==> src/rtl/lvt_pkg.sv <==
// Package: shared types and helpers for the local interrupt timer.
// Assumes: mode field is 2 bits; prescale code is 3 bits.
package lvt_pkg;

    typedef enum logic [1:0] {
        MODE_ONESHOT  = 2'b00,
        MODE_PERIODIC = 2'b01,
        MODE_DEADLINE = 2'b10,
        MODE_RSVD     = 2'b11
    } mode_e;

    localparam logic [2:0] ADR_START = 3'd0;
    localparam logic [2:0] ADR_COUNT = 3'd1;
    localparam logic [2:0] ADR_PRESC = 3'd2;
    localparam logic [2:0] ADR_CTRL  = 3'd3;
    localparam logic [2:0] ADR_DLINE = 3'd4;

    localparam int CTRL_MASK_BIT = 16;
    localparam int CTRL_MODE_LSB = 17;

    // log2 of the prescale ratio: code 7 means divide by 1
    function automatic logic [2:0] presc_shift(input logic [2:0] code);
        return (code == 3'b111) ? 3'd0 : code + 3'd1;
    endfunction

endpackage

==> src/rtl/lvt_prescaler.sv <==
// Prescaler: produces a one-cycle tick every 2^shift cycles.
// Assumes: restart pulses on any start-value or prescale write; the
// phase counter is PRE_W bits, enough for the largest ratio (2^PRE_W).
module lvt_prescaler #(
    parameter int PRE_W = 7
) (
    input  logic       clk,
    input  logic       rst_n,
    input  logic       restart,
    input  logic [2:0] code,
    output logic       tick
);
    import lvt_pkg::*;

    logic [PRE_W-1:0] phase_q;
    logic [PRE_W-1:0] low_mask;

    // mask of the phase bits that must all be one for a tick
    assign low_mask = PRE_W'((32'd1 << presc_shift(code)) - 32'd1);
    assign tick     = ((phase_q & low_mask) == low_mask);

    // phase counter: cleared on restart, free-running otherwise
    always_ff @(posedge clk) begin
        if (!rst_n || restart) phase_q <= '0;
        else                   phase_q <= phase_q + 1'b1;
    end

    AST_DIV1_TICKS: assert property (@(posedge clk) disable iff (!rst_n)
        (code == 3'b111) |-> tick);

endmodule

==> src/rtl/lvt_counter.sv <==
// Counter: the running count, with load, clear, tick-driven decrement
// and periodic reload. Flags the 1-to-0 step as an expiry.
// Assumes: clear has priority over load, load over decrement.
module lvt_counter #(
    parameter int CNT_W = 32
) (
    input  logic             clk,
    input  logic             rst_n,
    input  logic             clear,
    input  logic             load,
    input  logic [CNT_W-1:0] load_val,
    input  logic [CNT_W-1:0] reload_val,
    input  logic             periodic,
    input  logic             tick,
    output logic [CNT_W-1:0] count,
    output logic             expire
);
    logic last_step;

    assign last_step = tick && (count == CNT_W'(1));
    assign expire    = last_step && !clear && !load;

    // running count update
    always_ff @(posedge clk) begin
        if (!rst_n || clear)               count <= '0;
        else if (load)                     count <= load_val;
        else if (last_step)                count <= periodic ? reload_val : '0;
        else if (tick && count != '0)      count <= count - 1'b1;
    end

    AST_LOAD_TAKES: assert property (@(posedge clk) disable iff (!rst_n)
        (load && !clear) |=> (count == $past(load_val)));
    AST_IDLE_STAYS: assert property (@(posedge clk) disable iff (!rst_n)
        (count == '0 && !load) |=> (count == '0));
    AST_NO_TICK_HOLD: assert property (@(posedge clk) disable iff (!rst_n)
        (!tick && !load && !clear) |=> $stable(count));

endmodule

==> src/rtl/lvt_deadline.sv <==
// Deadline comparator: holds the deadline and fires once when the
// timestamp reaches it. Assumes the timestamp is monotonic.
module lvt_deadline #(
    parameter int TS_W = 32
) (
    input  logic            clk,
    input  logic            rst_n,
    input  logic            clear,
    input  logic            armed_mode,
    input  logic            wr,
    input  logic [TS_W-1:0] wr_val,
    input  logic [TS_W-1:0] ts,
    output logic [TS_W-1:0] deadline,
    output logic            fire
);
    assign fire = armed_mode && (deadline != '0) && (ts >= deadline);

    // deadline register: clear, write, then self-clear on fire
    always_ff @(posedge clk) begin
        if (!rst_n || clear) deadline <= '0;
        else if (wr)         deadline <= wr_val;
        else if (fire)       deadline <= '0;
    end

    AST_FIRE_DISARMS: assert property (@(posedge clk) disable iff (!rst_n)
        (fire && !wr && !clear) |=> (deadline == '0));

endmodule

==> src/rtl/lvt_timer.sv <==
// Top: register file, write decode and request generation for the
// local interrupt timer. Assumes single-cycle write strobes and a
// monotonic timestamp; CNT_W must be at least 19 to hold the control word.
module lvt_timer #(
    parameter int CNT_W = 32,
    parameter int TS_W  = 32,
    parameter int VEC_W = 8,
    parameter int PRE_W = 7
) (
    input  logic             clk,
    input  logic             rst_n,
    input  logic [2:0]       addr,
    input  logic             wr_en,
    input  logic [CNT_W-1:0] wr_data,
    output logic [CNT_W-1:0] rd_data,
    input  logic [TS_W-1:0]  tsc,
    output logic             irq_valid,
    output logic [VEC_W-1:0] irq_vector
);
    import lvt_pkg::*;

    logic [CNT_W-1:0] start_q;
    logic [2:0]       presc_q;
    logic [VEC_W-1:0] vec_q;
    logic             mask_q;
    mode_e            mode_q;

    logic [CNT_W-1:0] count;
    logic [TS_W-1:0]  deadline;
    logic             tick, expire, fire;
    logic             in_dl, wr_start, wr_presc, wr_ctrl, wr_dl, dl_switch;
    mode_e            new_mode;
    logic [CNT_W-1:0] ctrl_rd;

    assign in_dl     = (mode_q == MODE_DEADLINE);
    assign new_mode  = mode_e'(wr_data[CTRL_MODE_LSB +: 2]);
    assign wr_start  = wr_en && (addr == ADR_START) && !in_dl;
    assign wr_presc  = wr_en && (addr == ADR_PRESC);
    assign wr_ctrl   = wr_en && (addr == ADR_CTRL);
    assign wr_dl     = wr_en && (addr == ADR_DLINE) && in_dl;
    assign dl_switch = wr_ctrl && ((new_mode == MODE_DEADLINE) != in_dl);

    // software-visible registers
    always_ff @(posedge clk) begin
        if (!rst_n) begin
            start_q <= '0;
            presc_q <= 3'b000;
            vec_q   <= '0;
            mask_q  <= 1'b1;
            mode_q  <= MODE_ONESHOT;
        end else begin
            if (dl_switch)     start_q <= '0;
            else if (wr_start) start_q <= wr_data;
            if (wr_presc) presc_q <= {wr_data[3], wr_data[1], wr_data[0]};
            if (wr_ctrl) begin
                vec_q  <= wr_data[VEC_W-1:0];
                mask_q <= wr_data[CTRL_MASK_BIT];
                mode_q <= new_mode;
            end
        end
    end

    lvt_prescaler #(.PRE_W(PRE_W)) presc_i (
        .clk(clk), .rst_n(rst_n), .restart(wr_start || wr_presc),
        .code(presc_q), .tick(tick)
    );

    lvt_counter #(.CNT_W(CNT_W)) cnt_i (
        .clk(clk), .rst_n(rst_n), .clear(dl_switch), .load(wr_start),
        .load_val(wr_data), .reload_val(start_q),
        .periodic(mode_q == MODE_PERIODIC), .tick(tick),
        .count(count), .expire(expire)
    );

    lvt_deadline #(.TS_W(TS_W)) dl_i (
        .clk(clk), .rst_n(rst_n), .clear(dl_switch), .armed_mode(in_dl),
        .wr(wr_dl), .wr_val(TS_W'(wr_data)), .ts(tsc),
        .deadline(deadline), .fire(fire)
    );

    // request pulse: one cycle, vector captured at the expiry edge
    always_ff @(posedge clk) begin
        if (!rst_n) begin
            irq_valid  <= 1'b0;
            irq_vector <= '0;
        end else begin
            irq_valid  <= ((expire && !in_dl) || fire) && !mask_q;
            irq_vector <= vec_q;
        end
    end

    // control word image for reads
    always_comb begin
        ctrl_rd                         = '0;
        ctrl_rd[VEC_W-1:0]              = vec_q;
        ctrl_rd[CTRL_MASK_BIT]          = mask_q;
        ctrl_rd[CTRL_MODE_LSB +: 2]     = mode_q;
    end

    // read mux
    always_comb begin
        case (addr)
            ADR_START: rd_data = start_q;
            ADR_COUNT: rd_data = count;
            ADR_PRESC: rd_data = CNT_W'({presc_q[2], 1'b0, presc_q[1:0]});
            ADR_CTRL:  rd_data = ctrl_rd;
            ADR_DLINE: rd_data = CNT_W'(deadline);
            default:   rd_data = '0;
        endcase
    end

    AST_SWITCH_WIPES: assert property (@(posedge clk) disable iff (!rst_n)
        dl_switch |=> (start_q == '0 && count == '0 && deadline == '0));
    AST_DL_COUNT_ZERO: assert property (@(posedge clk) disable iff (!rst_n)
        in_dl |-> (count == '0));
    AST_MASK_SILENT: assert property (@(posedge clk) disable iff (!rst_n)
        mask_q |=> !irq_valid);

endmodule

==> config.mk <==
export PLATFORM = sky130hd
export DESIGN_NAME = lvt_timer
export DESIGN_NICKNAME = d
export VERILOG_FILES = /design/src/rtl/lvt_pkg.sv /design/src/rtl/lvt_prescaler.sv /design/src/rtl/lvt_counter.sv /design/src/rtl/lvt_deadline.sv /design/src/rtl/lvt_timer.sv
export SDC_FILE = /design/constraint.sdc
export NUM_CORES = 1
export LEC_CHECK = 0
export BUFFER_PORTS_ARGS = -buffer_cell sky130_fd_sc_hd__buf_2
export CAP_MARGIN = 20
export CORE_AREA = 2 2 123 125
export CTS_CLUSTER_SIZE = 25
export DETAILED_ROUTE_END_ITERATION = 8
export DIE_AREA = 0 0 125 127
export PLACE_DENSITY = 0.79
export SYNTH_ARGS = -nofsm -noshare
export SYNTH_HDL_FRONTEND = slang
export SYNTH_SLANG_ARGS = --single-unit
==> constraint.sdc <==
create_clock -name clk -period 3.83 [get_ports clk]
set_clock_uncertainty 0.15 [all_clocks]
set_input_delay 0.1915 -clock clk [delete_from_list [all_inputs] [get_ports clk]]
set_output_delay 0.1915 -clock clk [all_outputs]
set_load 0.005 [all_outputs]
# Word-level counts from Yosys, hierarchy flattened
# Index checks and enable logic that the tools add are counted.
dict set report classes {
  n_addsub 4
  order_cmp 1
  eq_ne 11
  shifts 1
  mux 8
  n_bitwise 2
  reduce_logical 30
}
# op n
set op_table {}
lappend op_table {{32-bit two-way mux} 6}
lappend op_table {{32-bit case mux with 5 select lines} 1}
lappend op_table {{32-bit nonzero test} 2}
lappend op_table {{32-bit by 1-bit equality test with 1-bit output (second input constant)} 1}
lappend op_table {{32-bit >= comparator} 1}
lappend op_table {{32-bit by 1-bit subtractor with 32-bit output (second input constant)} 1}
lappend op_table {{1-bit logical AND} 15}
lappend op_table {{7-bit by 1-bit adder with 7-bit output (second input constant)} 1}
lappend op_table {{7-bit AND} 1}
lappend op_table {{7-bit equality test} 1}
lappend op_table {{1-bit by 3-bit left shift with 7-bit output (first input constant)} 1}
lappend op_table {{7-bit by 1-bit subtractor with 7-bit output (second input constant)} 1}
lappend op_table {{3-bit by 2-bit equality test with 1-bit output (second input constant)} 2}
lappend op_table {{3-bit equality test (second input constant)} 2}
lappend op_table {{1-bit zero test} 5}
lappend op_table {{2-bit equality test (second input constant)} 2}
lappend op_table {{1-bit logical OR} 4}
lappend op_table {{3-bit by 1-bit adder with 3-bit output (second input constant)} 1}
lappend op_table {{3-bit by 1-bit equality test with 1-bit output (second input constant)} 1}
lappend op_table {{3-bit zero test} 1}
lappend op_table {{3-bit two-way mux} 1}
lappend op_table {{3-bit nonzero test} 1}
lappend op_table {{2-bit by 1-bit equality test with 1-bit output (second input constant)} 1}
lappend op_table {{2-bit nonzero test} 1}
lappend op_table {{other kinds (3)} 3}
dict set report totals {
  ff_bits 126
  inputBits 70
  wordCells 67
}

# Depth between registers and ports, before layout
# Gate-level depths: netlist (run 1).
dict set report logic_depth {
  word_depth 12
  ltp_mapped 14
  mapped_depth_nobuf 12
}

# By module
# From an unflattened synthesis (run 1), not the netlist that was laid out.
dict set report hier_totals {
  hier_cells 1102
  area_unflattened_um2 8977.4
}
# mod n_inst cells_each area_each_um2
set by_module_without_submodules {}
lappend by_module_without_submodules {lvt_timer 1 362 3458.3}
lappend by_module_without_submodules {lvt_deadline 1 344 2548.7}
lappend by_module_without_submodules {lvt_counter 1 336 2472.4}
lappend by_module_without_submodules {lvt_prescaler 1 60 498.0}

# Worst setup path after synthesis (run 1)
# Ideal clock, no wire load.
dict set report synth_timing {
  path_type {register to register}
  start {reg presc_q[1]}
  end {reg cnt_i.count[20]}
  setup_time_ns 0.081
  arrival_time_ns 3.631
  path_slack_ns -0.031
  stages_incl_launch_ff 15
  path_buffers 2
  cell_sequence {dfxtp_1 -> clkbuf_1 -> nand2_1 -> inv_1 -> ha_1 -> or3b_2 -> ha_1 -> nand2b_1 -> mux2_2 -> a31o_2 -> nor3_1 -> clkbuf_1 -> and3_1 -> nand3_1 -> a41oi_1}
}
dict set report synth_via {
  elab_chain_len 9
}
# element line_no
set synth_rtl {}
lappend synth_rtl {{from (decl)} lvt_timer.sv:23} ;# logic [2:0] presc_q;
lappend synth_rtl {{from (signal assigned)} lvt_timer.sv:54} ;# if (wr_presc) presc_q <= {wr_data[3], wr_data[1], wr_data[0]};
lappend synth_rtl {{3-bit by 1-bit adder with 3-bit output / 3-bit equality test (equally long branches)} lvt_pkg.sv:23} ;# return (code == 3'b111) ? 3'd0 : code + 3'd1;
lappend synth_rtl {{3-bit two-way mux *} lvt_pkg.sv:23}
lappend synth_rtl {{1-bit by 3-bit left shift with 7-bit output *} lvt_prescaler.sv:19} ;# assign low_mask = PRE_W'((32'd1 << presc_shift(code)) - 32'd1);
lappend synth_rtl {{7-bit by 1-bit subtractor with 7-bit output *} lvt_prescaler.sv:19}
lappend synth_rtl {{7-bit AND} lvt_prescaler.sv:20} ;# assign tick = ((phase_q & low_mask) == low_mask);
lappend synth_rtl {{7-bit equality test *} lvt_prescaler.sv:20}
lappend synth_rtl {{1-bit logical AND} lvt_counter.sv:20} ;# assign last_step = tick && (count == CNT_W'(1));
lappend synth_rtl {{32-bit two-way mux} lvt_counter.sv:27} ;# else if (last_step) count <= periodic ? reload_val : '0;
lappend synth_rtl {{32-bit two-way mux} lvt_counter.sv:26} ;# else if (load) count <= load_val;
lappend synth_rtl {{to (signal assigned)} lvt_counter.sv:26}
lappend synth_rtl {{to (signal assigned)} lvt_counter.sv:27}
lappend synth_rtl {{to (signal assigned)} lvt_counter.sv:28} ;# else if (tick && count != '0) count <= count - 1'b1;
lappend synth_rtl {{to (decl)} lvt_counter.sv:15} ;# output logic [CNT_W-1:0] count,
# Mark *: on every way between the ends. The rest lies on a longest branch, timed or not.
# A chain may end at the register's enable or synchronous reset.

# Worst setup path in the final report (run 1)
dict set report layout_timing {
  start {reg presc_q[2]}
  end {reg cnt_i.count[2]}
}
# The elaborated chain is that of the path after synthesis.

==> impl_results.md, run 1 <==
- Main synth FF type: dfxtp_1
- Reg power frac: 33.3%
- Worst EP required: just over 4000 ps
- Port bufs: between 100 and 150
- Most frequent cells in the layout: 143 x nand2_1, 126 x dfxtp_1, 110 x buf_2, 88 x nor2_1, 78 x a21oi_1
- DR vias/cell: between 6 and 7
- Cell count after placement: 1,215
- CP endpoint: cnt_i.count[2]$_SDFFE_PP0P_
- DR WL/cell: ~19 um
- Core area: ~0.014 mm^2
- Unrepaired setup endpoints after global routing: false
- Status: complete, no violations
- Grt total ovfl: 0
- Peak supply drop: 0.3618 mV
- Setup Crit Path Kind: reg -> reg
- Chip width: about 130 um
- DR vias: slightly below 8,000
- Syn Inst Count: 949
- Complex-gate fraction of the synthesized area: 22.46%
- Post-synth EDFFs: 0
- Final Hold Vio Count: 0
- GRT Overall Usage: 29.91%
- CP Max Fanout: 16
- Final setup vio count: 0
- DRT antenna net count: 0
- Area share of xor/xnor cells in the synthesized design: between 3 and 4%
- Commonest non-fill, non-tap cell in the layout: nand2_1
- Post-DP HPWL: roughly 17,000 um
- Initial antenna violation count: 1
- DRC violations left: 0
- Pre-Repair DR Iteration Count: 5
- Cell Int Power: between 3 and 4 mW
- Largest family of logic cells by synthesized area: simple AND/OR/NAND/NOR gates
- Post-Synth Simple-Gate Area: 23.49%
- Row cnt: 44
- GPL Wtd Cong: 0.9562
- Synth area leader: dfxtp_1
- Sw frac: around a third
- Clock latency at the later pin of the worst-skew pair: 430 ps
- Comb power frac: between 20 and 30%
- H-Tree Depth: 4
- Layout Nets: between 1,000 and 1,500
- Reg-to-reg critical path endpoint: cnt_i.count[2]$_SDFFE_PP0P_
- Share of cells above drive strength 1: a little under a fifth
- Layout overhead on the synthesized area: 24.72%
- Crit path from: presc_q[2]$_SDFFE_PN0P_
- R2r setup slk: 220 ps
- Synth top area share: about a third
- First-pass GRT wire length: 38,140 um
- Area contributors post-synth: dfxtp_1 34%, nand2_1 7.2%, ha_1 6.6%
- CTS Buf Count: 17
- Yosys Warn Count: 0
- Max-Cap Viols: 0
- Chip height: roughly 130 um
- Buffers plus inverters on the worst setup path: 2
- Max Buffers Root-to-Sink: 2
- Share of synthesized registers carrying an async set or reset: 0%
- Die area: 0.01588 mm^2
- CTS tree: built
- Top cell family by delay on the critical path: simple AND/OR/NAND/NOR gates
- Clock Pin Slew Worst Setup and Hold Paths: 60 ps
- WL final: ~24,000 um
- Final Max Tran Viols: 0
- Leak Pwr: about 3.8 nW
- IO Pins: roughly 110
- Crit-path slowest cell: or3b_2
- PD cells: 485.5 mW/mm^2
- Vias in the first global route: around 7,500
- Worst Reg-to-Reg Cells: 12
- Min Hold Slack: around 31 ps
- Crit. End Element: register
- Relative slew slack: between 40% and 50%
- Initial Util: between 50% and 60%
- Flops & latches, synth: ~130
- Least-Margin Pin Slew: 797.7 ps
- CP Cell Sequence: inv_1 > ha_1 > or3b_2 > ha_1 > nand2b_1 > mux2_2 > a31o_2 > nor3_2 > buf_4 > nand4_1 > a211oi_1 > a221o_1
- Netlist cell types: 65
- Final Non-Filler Cells: between 1,000 and 1,500
- Largest net degree at the start of global routing: 42
- Most frequent CP cell: ha_1
- Sw Pwr: approximately 1.4 mW
- Seq/Total Area, Yosys: 33.97%
- Max stage delay on crit path: 470 ps
- Total Power: 4.496 mW
- Crit share post-route: 94.29%
- Number of clock sinks: ~130
- Net Count, Synth: 1,058
- Min Tclk post-route: about 3600 ps
- Fill cells: between 1,000 and 1,500
- Mux share of post-synthesis cell area: 4.921%
- First-iteration detailed-routing DRC count: just over 900
- Critical R2R Launch: presc_q[2]$_SDFFE_PN0P_
- Clock Power Share: 41.0%
- Synth Cell Area: around 0.0074 mm^2
- CP startpoint kind: register
- Post-Synth Adder-Cell Area: between 6 and 7%
- Hold Path Class: in -> reg
- Arrival @ worst endpoint: 3830 ps
- Maximum clock frequency: 0.2769 GHz
- CTS root buf: clkbuf_16
- WP depth: 12
- Avg Cell Area, Syn: a little under 8 um^2
==> kinds of logic (layout without fill, tap and decap cells) <==
group,after synthesis,after routing
AOI/OAI and AO/OA,250,250
xor gates and xnor gates,26,26
adders and majority gates,39,39
buffers and inverters,105,252
DFF,126,126
muxes,36,36
other,0,2
and+or+nand+nor,367,367
==> power by group through the flow <==
| stage | combinational, mW | clock (mW) | sequential, mW |
|---|---|---|---|
| after detailed placement | 1.09 | 0 | 1.52 |
| after CTS | 1.12 | 1.84 | 1.49 |
| after global routing | 1.26 | 1.90 | 1.51 |
| after floorplan | 0.812 | 0 | 1.47 |
| final | 1.15 | 1.84 | 1.50 |
| after global placement | 1.08 | 0 | 1.52 |
==> sequential cells by signal, summed over array words and instances, names as in the netlist <==
name             count
mask_q               1
cnt_i.count         32
mode_q               2
presc_i.phase_q      7
vec_q                8
presc_q              3
dl_i.deadline       32
start_q             32
irq_vector           8
irq_valid            1
==> stage by stage <==
stage / setup TNS (ps) / util, % / instance area, um^2 / worst slack [ps]
floorplan: -9.182 / - / 7433 / -1.675
global placement: 0 / 57.17 / 8245 / 204.8
detailed placement: 0 / 57.17 / 8245 / 74.11
CTS: 0 / 64.03 / 9235 / 59.72
global route: 0 / 64.18 / 9258 / 29.77
finish: 0 / 64.20 / 9260 / 218.6
==> routing by layer <==
metal  vias to the layer above  track usage [%]  wire (um)
met5                         -                0          0
met4                         0            17.71       1231
met3                       106            6.616       2228
met2                       448            47.03      10920
met1                      3615            37.87       9769
li1                       3675                -          -
==> worst register-to-register path: stages, from the launching register on <==
cell	delay, ps
dfxtp_1	390
inv_1	80
ha_1	290
or3b_2	470
ha_1	220
nand2b_1	110
mux2_2	330
a31o_2	260
nor3_2	140
buf_4	250
nand4_1	390
a211oi_1	320
a221o_1	150
==> cells in the mapped netlist (4+ instances only) <==
| cell type | instances |
|---|---|
| a211o_1 | 4 |
| a211oi_1 | 7 |
| a21boi_0 | 11 |
| a21o_1 | 7 |
| a21oi_1 | 78 |
| a221o_1 | 5 |
| a221oi_1 | 4 |
| a22o_1 | 32 |
| a22oi_1 | 6 |
| a31o_2 | 4 |
| a31oi_1 | 16 |
| a32oi_1 | 4 |
| a41oi_1 | 5 |
| and2_1 | 11 |
| and3_1 | 11 |
| and4_1 | 4 |
| buf_1 | 7 |
| clkbuf_1 | 48 |
| dfxtp_1 | 126 |
| ha_1 | 39 |
| inv_1 | 44 |
| mux2_2 | 4 |
| mux2i_1 | 32 |
| nand2_1 | 143 |
| nand2b_1 | 7 |
| nand3_1 | 15 |
| nand4_1 | 11 |
| nor2_1 | 90 |
| nor2b_1 | 11 |
| nor3_1 | 18 |
| nor4_1 | 14 |
| o21ai_0 | 23 |
| o21ai_1 | 10 |
| o221ai_1 | 5 |
| o22ai_1 | 12 |
| or2_2 | 4 |
| or4_1 | 10 |
| xnor2_1 | 14 |
| xor2_1 | 12 |
==> worst min-delay path by stage <==
stage,to,slack [ps],cells past startpoint,from
floorplan,cnt_i.count[16]$_SDFFE_PP0P_,160,2,wr_data[16]
global placement,dl_i.deadline[8]$_SDFFE_PP0P_,290,2,wr_data[8]
detailed placement,dl_i.deadline[10]$_SDFFE_PP0P_,280,2,wr_data[10]
global route,mask_q$_SDFFE_PN1P_,50,3,rst_n
finish,mask_q$_SDFFE_PN1P_,30,3,rst_n
CTS,mask_q$_SDFFE_PN1P_,20,3,rst_n
==> timing repair <==
action,in CTS,in global routing
hold buffers,32,0
endpoints found under the hold margin,95,0
gates resized for setup,0,2
setup endpoints to repair,0,16
setup buffers,0,1
==> area by class of cell <==
cell class	instances	area, um^2	share of cell area [%]
antenna	2	5.005	0.05405
clock buffer	18	429.2	4.635
clock inverter	14	240.2	2.594
inverter	45	168.9	1.824
multi-input combinational	718	4546	49.09
sequential	126	2522	27.24
tap	184	230.2	2.486
timing repair buffer	175	1119	12.08
No activity file was read; power rests on OpenSTA's default activity.
==> inputs of run 2 (changes only) <==
PLACE_DENSITY = not set   (was 0.79)
PLACE_DENSITY_LB_ADDON = 0.08   (was not set)
==> run 2 against run 1 <==
Compared with the run above:
- register-to-register slack gained 60 ps
- die area is the same
- first-iteration DRC count down 17%
- critical path type unchanged
- largest power group unchanged
- highest routed layer unchanged
==> impl_results.md, run 2 (synthesis gave the netlist of run 1 again) <==
- Max-Cap Viols: 0 (unchanged)
- Setup Crit Path Kind: reg -> reg
- Cell count after placement: 1,212 (-0.25%)
- Row cnt: 44 (unchanged)
- Crit. End Element: register
- Die area: 0.01588 mm^2 (unchanged)
- Post-DP HPWL: 17,530 um (+3.6%)
- Final Util: 63.98% (-0.22 points)
- Final Hold Vio Count: 0 (unchanged)
- DRC violations left: 0 (unchanged)
- Clock Pin Slew Worst Setup and Hold Paths: 60 ps (about the same)
- Initial antenna violation count: 0 (-1)
- Grt met2 use: 46.61% (-0.42 points)
- Final Non-Filler Cells: 1,277 (-0.39%)
- CTS tree: built
- Maximum clock frequency: 0.2820 GHz (+1.8%)
- CTS root buf: clkbuf_16
- CP Max Fanout: 8 (-8)
- Unrepaired setup endpoints after global routing: false
- Final setup vio count: 0 (unchanged)
- Layout overhead on the synthesized area: 24.30%
- Setup Buffers After CTS: 0 (unchanged)
- Pre-Repair DR Iteration Count: 5 (unchanged)
- Leak Pwr: 3.795 nW (-0.59%)
- GRT Overall Usage: 30.46% (+0.55 points)
- Hold Path Class: in -> reg
- Status: complete, no violations
- Arrival @ worst endpoint: 3750 ps (-80 ps)
- CTS Buf Count: 17 (unchanged)
- CP startpoint kind: register
- R2r setup slk: 280 ps (+60 ps)
- Core area: 0.01442 mm^2 (unchanged)
- Min Hold Slack: 89.48 ps (+58.39 ps)
- First-pass GRT wire length: 38,490 um (+0.92%)
- Worst EP required: 4040 ps (about the same)
- Share of cells above drive strength 1: 18.48% (-0.22 points)
- Dpl cell area: 0.008248 mm^2 (about the same)
- Worst hold start: wr_en
- Largest net degree at the start of global routing: 57 (+36%)
- Multi-input logic area: 0.004546 mm^2 (unchanged)
- GPL Wtd Cong: 0.8603 (-10%)
- Peak supply drop: 0.3125 mV (-14%)
- DRT antenna net count: 0 (unchanged)
- Min Tclk post-route: 3547 ps (-64.67 ps)
- Port bufs: 110 (unchanged)
- Fill cells: 1,299 (+9.8%)
- Max stage delay on crit path: 460 ps (about the same)
- Global routing usage on met1: 42.71% (+4.8 points)
- Sequential cell area: 0.002522 mm^2 (unchanged)
- Least-Margin Pin Slew: 677.2 ps (-120.4 ps)
- CP Cell Sequence: nand2_1 > inv_1 > ha_1 > or3b_2 > ha_1 > nand2b_1 > mux2_2 > a31o_2 > or3_4 > nor2_2 > mux2_2 > o22ai_1
- Inserted Diodes: 0 (-2)
- Cells on Worst Hold Path: 3 (unchanged)
- Chip height: 127 um (unchanged)
- Total Power: 4.408 mW (-2.0%)
- Number of clock sinks: 126 (unchanged)
- Commonest non-fill, non-tap cell in the layout: nand2_1
- Setup TNS: 0 ps (unchanged)
- DR vias: 7,501 (-4.4%)
- H-Tree Depth: 4 (unchanged)
- Met3 Use GR: 6.575% (-0.042 points)
- Reg-to-reg critical path endpoint: cnt_i.count[29]$_SDFFE_PP0P_
- Chip width: 125 um (unchanged)
- Worst Hold End: irq_valid$_SDFF_PN0_
- GR peak layer: met2
- Vias in the first global route: 7,074 (-5.6%)
- Buffers plus inverters on the worst setup path: 1 (-1)
- Initial Util: 51.47% (unchanged)
- Final setup margin: 283.3 ps (+64.67 ps)
- Grt total ovfl: 0 (unchanged)
- DR vias/cell: 5.874 (-4.0%)
- WL final: 24,260 um (+0.46%)
- Final instance area: 0.009229 mm^2 (-0.34%)
- Relative slew slack: 54.75% (+8.4 points)
- Most frequent cells in the layout: 143 x nand2_1, 126 x dfxtp_1, 110 x buf_2, 88 x nor2_1, 78 x a21oi_1
- Clock latency at the later pin of the worst-skew pair: 430 ps (about the same)
- Crit share post-route: 92.60% (-1.7 points)
- Layout Nets: 1,189 (-0.25%)
- DR WL/cell: 19.00 um (+0.85%)
- First-iteration detailed-routing DRC count: 760 (-17%)
- Worst Reg-to-Reg Cells: 12 (unchanged)
- Pre-CTS setup slack: 178.9 ps (+104.8 ps)
- Critical R2R Launch: presc_q[1]$_SDFFE_PN0P_
- Largest regs: cnt_i.count x32, dl_i.deadline x32, start_q x32
- PD cells: 477.6 mW/mm^2 (-1.6%)
- Final Max Tran Viols: 0 (unchanged)
- Max Buffers Root-to-Sink: 2 (unchanged)
- Crit-path slowest cell: or3b_2
- IO Pins: 111 (unchanged)
- Top cell family by delay on the critical path: simple AND/OR/NAND/NOR gates
[run 2: cell count changes in the layout (fill, tap and decap cells not counted), moves of 2 or more]
| cell | before | now |
|---|---|---|
| clkinv_4 | 3 | 5 |
| buf_4 | 33 | 27 |
| inv_6 | 1 | 3 |
| bufinv_16 | 6 | 4 |
| diode_2 | 2 | 0 |
| buf_12 | 0 | 2 |
| clkinv_2 | 2 | 0 |
[run 2: report_power, final]
group	internal (mW)	leakage [nW]	total, mW	switching [mW]
registers	1.39	1.02	1.49	0.104
clock network	1.10	0.301	1.76	0.661
logic	0.471	2.47	1.16	0.688
[run 2: what timing repair did]
item	in CTS	in global routing
endpoints found under the setup margin	0	11
hold buffers	33	0
endpoints found under the hold margin	96	0
gates resized for setup	0	2
[run 2: metal layers]
metal / part of all wire [%] / vias up
met2: 44 / 314
met4: 2.3 / 0
met5: 0 / -
met1: 46 / 3482
li1: - / 3656
met3: 8.5 / 49
[run 2: area by class of cell]
| class | instances | share of cell area, % |
|---|---|---|
| clock buffers | 17 | 4.610 |
| clock inverters | 15 | 2.305 |
| inverters | 45 | 1.830 |
| multi-input cells | 718 | 49.25 |
| flip-flops and latches | 126 | 27.33 |
| well taps | 184 | 2.495 |
| repair buffers | 172 | 12.17 |
[run 2: worst reg2reg max path, cell delays in order, from the launching register on]
cell      delay (ps)
dfxtp_1          310
nand2_1           90
inv_1             70
ha_1             280
or3b_2           460
ha_1             220
nand2b_1         100
mux2_2           330
a31o_2           250
or3_4            440
nor2_2           270
mux2_2           370
o22ai_1          130
[run 2: worst max path at each step]
stage	from	cells after the start	slack [ps]	end
3_5_place_dp	presc_q[1]$_SDFFE_PN0P_	12	180	cnt_i.count[29]$_SDFFE_PP0P_
4_1_cts	presc_q[1]$_SDFFE_PN0P_	12	170	cnt_i.count[29]$_SDFFE_PP0P_
2_1_floorplan	presc_q[1]$_SDFFE_PN0P_	14	-2	cnt_i.count[3]$_SDFFE_PP0P_
3_3_place_gp	presc_q[1]$_SDFFE_PN0P_	12	230	cnt_i.count[18]$_SDFFE_PP0P_
6_report	presc_q[1]$_SDFFE_PN0P_	12	280	cnt_i.count[29]$_SDFFE_PP0P_
5_1_grt	presc_q[1]$_SDFFE_PN0P_	13	60	cnt_i.count[13]$_SDFFE_PP0P_
==> inputs of run 3 (changes only) <==
REMOVE_ABC_BUFFERS = 1   (was not set)
==> run 3 against run 2 <==
Compared with the run above:
- cell area is 0.88% lower
- power is 4.5% lower
- fmax is 1.9% lower
- core utilization is 0.56 points lower
- setup slack worse by 68 ps
- count of clock-buffer cells in the layout is 7 higher
- clock power is 11% lower
- register-to-register slack worse by 70 ps
- global-route usage is 1.1 points lower
- non-clock buffer count is 4 higher
==> impl_results.md, run 3 (synthesis gave the netlist of run 1 again) <==
- Inserted Diodes: 0 (unchanged)
- CTS Buf Count: 17 (unchanged)
- Initial antenna violation count: 1 (+1)
- H-Tree Depth: 4 (unchanged)
- Min Hold Slack: 33.62 ps (-55.86 ps)
- Sequential cell area: 0.002522 mm^2 (unchanged)
- Min Tclk post-route: 3614 ps (+67.55 ps)
- Fill cells: 1,330 (+2.4%)
- Worst hold start: rst_n
- Relative slew slack: 53.24% (-1.5 points)
- Arrival @ worst endpoint: 3810 ps (+60 ps)
- Layout Nets: 1,193 (+0.34%)
- Setup Crit Path Kind: reg -> reg
- Core area: 0.01442 mm^2 (unchanged)
- Maximum clock frequency: 0.2767 GHz (-1.9%)
- Pre-CTS setup slack: 149.7 ps (-29.24 ps)
- CTS root buf: clkbuf_16
- Final Max Tran Viols: 0 (unchanged)
- DR WL/cell: 18.11 um (-4.7%)
- GRT Overall Usage: 29.31% (-1.1 points)
- First-iteration detailed-routing DRC count: 514 (-32%)
- Pre-Repair DR Iteration Count: 5 (unchanged)
- Hold Path Class: in -> reg
- Worst Reg-to-Reg Cells: 11 (-1)
- DRC violations left: 0 (unchanged)
- CTS tree: built
- Max Buffers Root-to-Sink: 2 (unchanged)
- Row cnt: 44 (unchanged)
- Largest regs: cnt_i.count x32, dl_i.deadline x32, start_q x32
- Setup Buffers After CTS: 0 (unchanged)
- Final setup vio count: 0 (unchanged)
- Worst Hold End: mask_q$_SDFFE_PN1P_
- Number of clock sinks: 126 (unchanged)
- CP Max Fanout: 5 (-3)
- Final setup margin: 215.7 ps (-67.55 ps)
- Least-Margin Pin Slew: 701.4 ps (+24.22 ps)
- GPL Wtd Cong: 0.8830 (+2.6%)
- DR vias/cell: 5.890 (+0.27%)
- IO Pins: 111 (unchanged)
- Crit-path slowest cell: or3_1
- WL final: 23,180 um (-4.5%)
- DRT antenna net count: 0 (unchanged)
- CP Cell Sequence: inv_1 > ha_1 > or3b_2 > ha_1 > nand2b_1 > mux2_2 > a31o_2 > or3_1 > nor2_4 > mux2_2 > o22ai_1
- Largest net degree at the start of global routing: 45 (-21%)
- Layout overhead on the synthesized area: 23.21%
- Buffers plus inverters on the worst setup path: 1 (unchanged)
- Status: complete, no violations
- Reg-to-reg critical path endpoint: cnt_i.count[29]$_SDFFE_PP0P_
- Top cell family by delay on the critical path: simple AND/OR/NAND/NOR gates
- Clock latency at the later pin of the worst-skew pair: 420 ps (about the same)
- Multi-input logic area: 0.004533 mm^2 (-0.28%)
- Chip height: 127 um (unchanged)
- Clock Pin Slew Worst Setup and Hold Paths: 60 ps (about the same)
- Leak Pwr: 3.772 nW (-0.60%)
- Chip width: 125 um (unchanged)
- Post-DP HPWL: 16,450 um (-6.1%)
- Vias in the first global route: 7,225 (+2.1%)
- Initial Util: 51.47% (unchanged)
- Max stage delay on crit path: 490 ps (+30 ps)
- Critical R2R Launch: presc_q[2]$_SDFFE_PN0P_
- R2r setup slk: 220 ps (-70 ps)
- DR vias: 7,539 (+0.51%)
- Commonest non-fill, non-tap cell in the layout: nand2_1
- Port bufs: 110 (unchanged)
- Cells on Worst Hold Path: 2 (-1)
- Share of cells above drive strength 1: 18.16% (-0.32 points)
- Crit share post-route: 94.37% (+1.8 points)
- Crit. End Element: register
- Die area: 0.01588 mm^2 (unchanged)
- Worst EP required: 4030 ps (about the same)
- CP startpoint kind: register
- Most frequent cells in the layout: 143 x nand2_1, 126 x dfxtp_1, 110 x buf_2, 88 x nor2_1, 78 x a21oi_1
- Peak supply drop: 0.3646 mV (+17%)
- Grt total ovfl: 0 (unchanged)
- First-pass GRT wire length: 37,580 um (-2.4%)
- Final Hold Vio Count: 0 (unchanged)
- PD cells: 460.2 mW/mm^2 (-3.6%)
- Unrepaired setup endpoints after global routing: false
- Max-Cap Viols: 0 (unchanged)
run 3: layout make-up:
type | instances | share of cell area [%]
Sequential cell | 126 | 27.57
Clock inverter | 7 | 0.9575
Clock buffer | 24 | 5.157
Timing Repair Buffer | 176 | 12.39
Tap cell | 184 | 2.517
Inverter | 45 | 1.847
Multi-Input combinational cell | 718 | 49.56
run 3: timing repair:
action | CTS | global route
gates resized for setup | 0 | 2
hold buffers | 32 | 0
endpoints found under the setup margin | 0 | 11
hold endpoints to repair | 98 | 0
run 3: worst register-to-register path: stages (launching register included):
cell,delay [ps]
dfxtp_1,380
inv_1,70
ha_1,290
or3b_2,460
ha_1,220
nand2b_1,100
mux2_2,330
a31o_2,250
or3_1,490
nor2_4,290
mux2_2,370
o22ai_1,130
run 3: report_power, final:
part	leakage, nW	internal, mW	switching [mW]
sequential	1.02	1.39	0.109
combinational	2.48	0.489	0.663
clock	0.274	0.983	0.579
total	3.77	2.86	1.35
run 3: worst max path at each step:
stage	from	slack (ps)	depth (start not counted)	endpoint
finish	presc_q[2]$_SDFFE_PN0P_	220	11	cnt_i.count[29]$_SDFFE_PP0P_
global route	presc_q[1]$_SDFFE_PN0P_	10	13	cnt_i.count[9]$_SDFFE_PP0P_
CTS	presc_q[2]$_SDFFE_PN0P_	140	11	cnt_i.count[18]$_SDFFE_PP0P_
detailed placement	presc_q[2]$_SDFFE_PN0P_	150	11	cnt_i.count[18]$_SDFFE_PP0P_
global placement	presc_q[1]$_SDFFE_PN0P_	190	12	cnt_i.count[24]$_SDFFE_PP0P_
floorplan	addr[2]	-2110	5	dl_i.deadline[0]$_SDFFE_PP0P_
run 3: per-stage QoR:
stage | std cells | utilization (%) | setup TNS (ps) | area [um^2] | power, mW
final | 1280 | 63.42 | 0 | 9148 | 4.210
after CTS | 1280 | 63.36 | 0 | 9139 | 4.201
after detailed placement | 1217 | 57.26 | 0 | 8259 | 2.621
after global placement | 1216 | 57.16 | 0 | 8244 | 2.607
after floorplan | 889 | - | -99590 | 7184 | 2.240
after global routing | 1280 | 63.42 | 0 | 9148 | 4.422
run 3: routing by layer:
metal  part of all wire, %  GRT usage, %
met5                 0.043             0
met2                    46         48.18
met1                    45         37.89
met3                   6.4         7.203
met4                   2.0         10.07
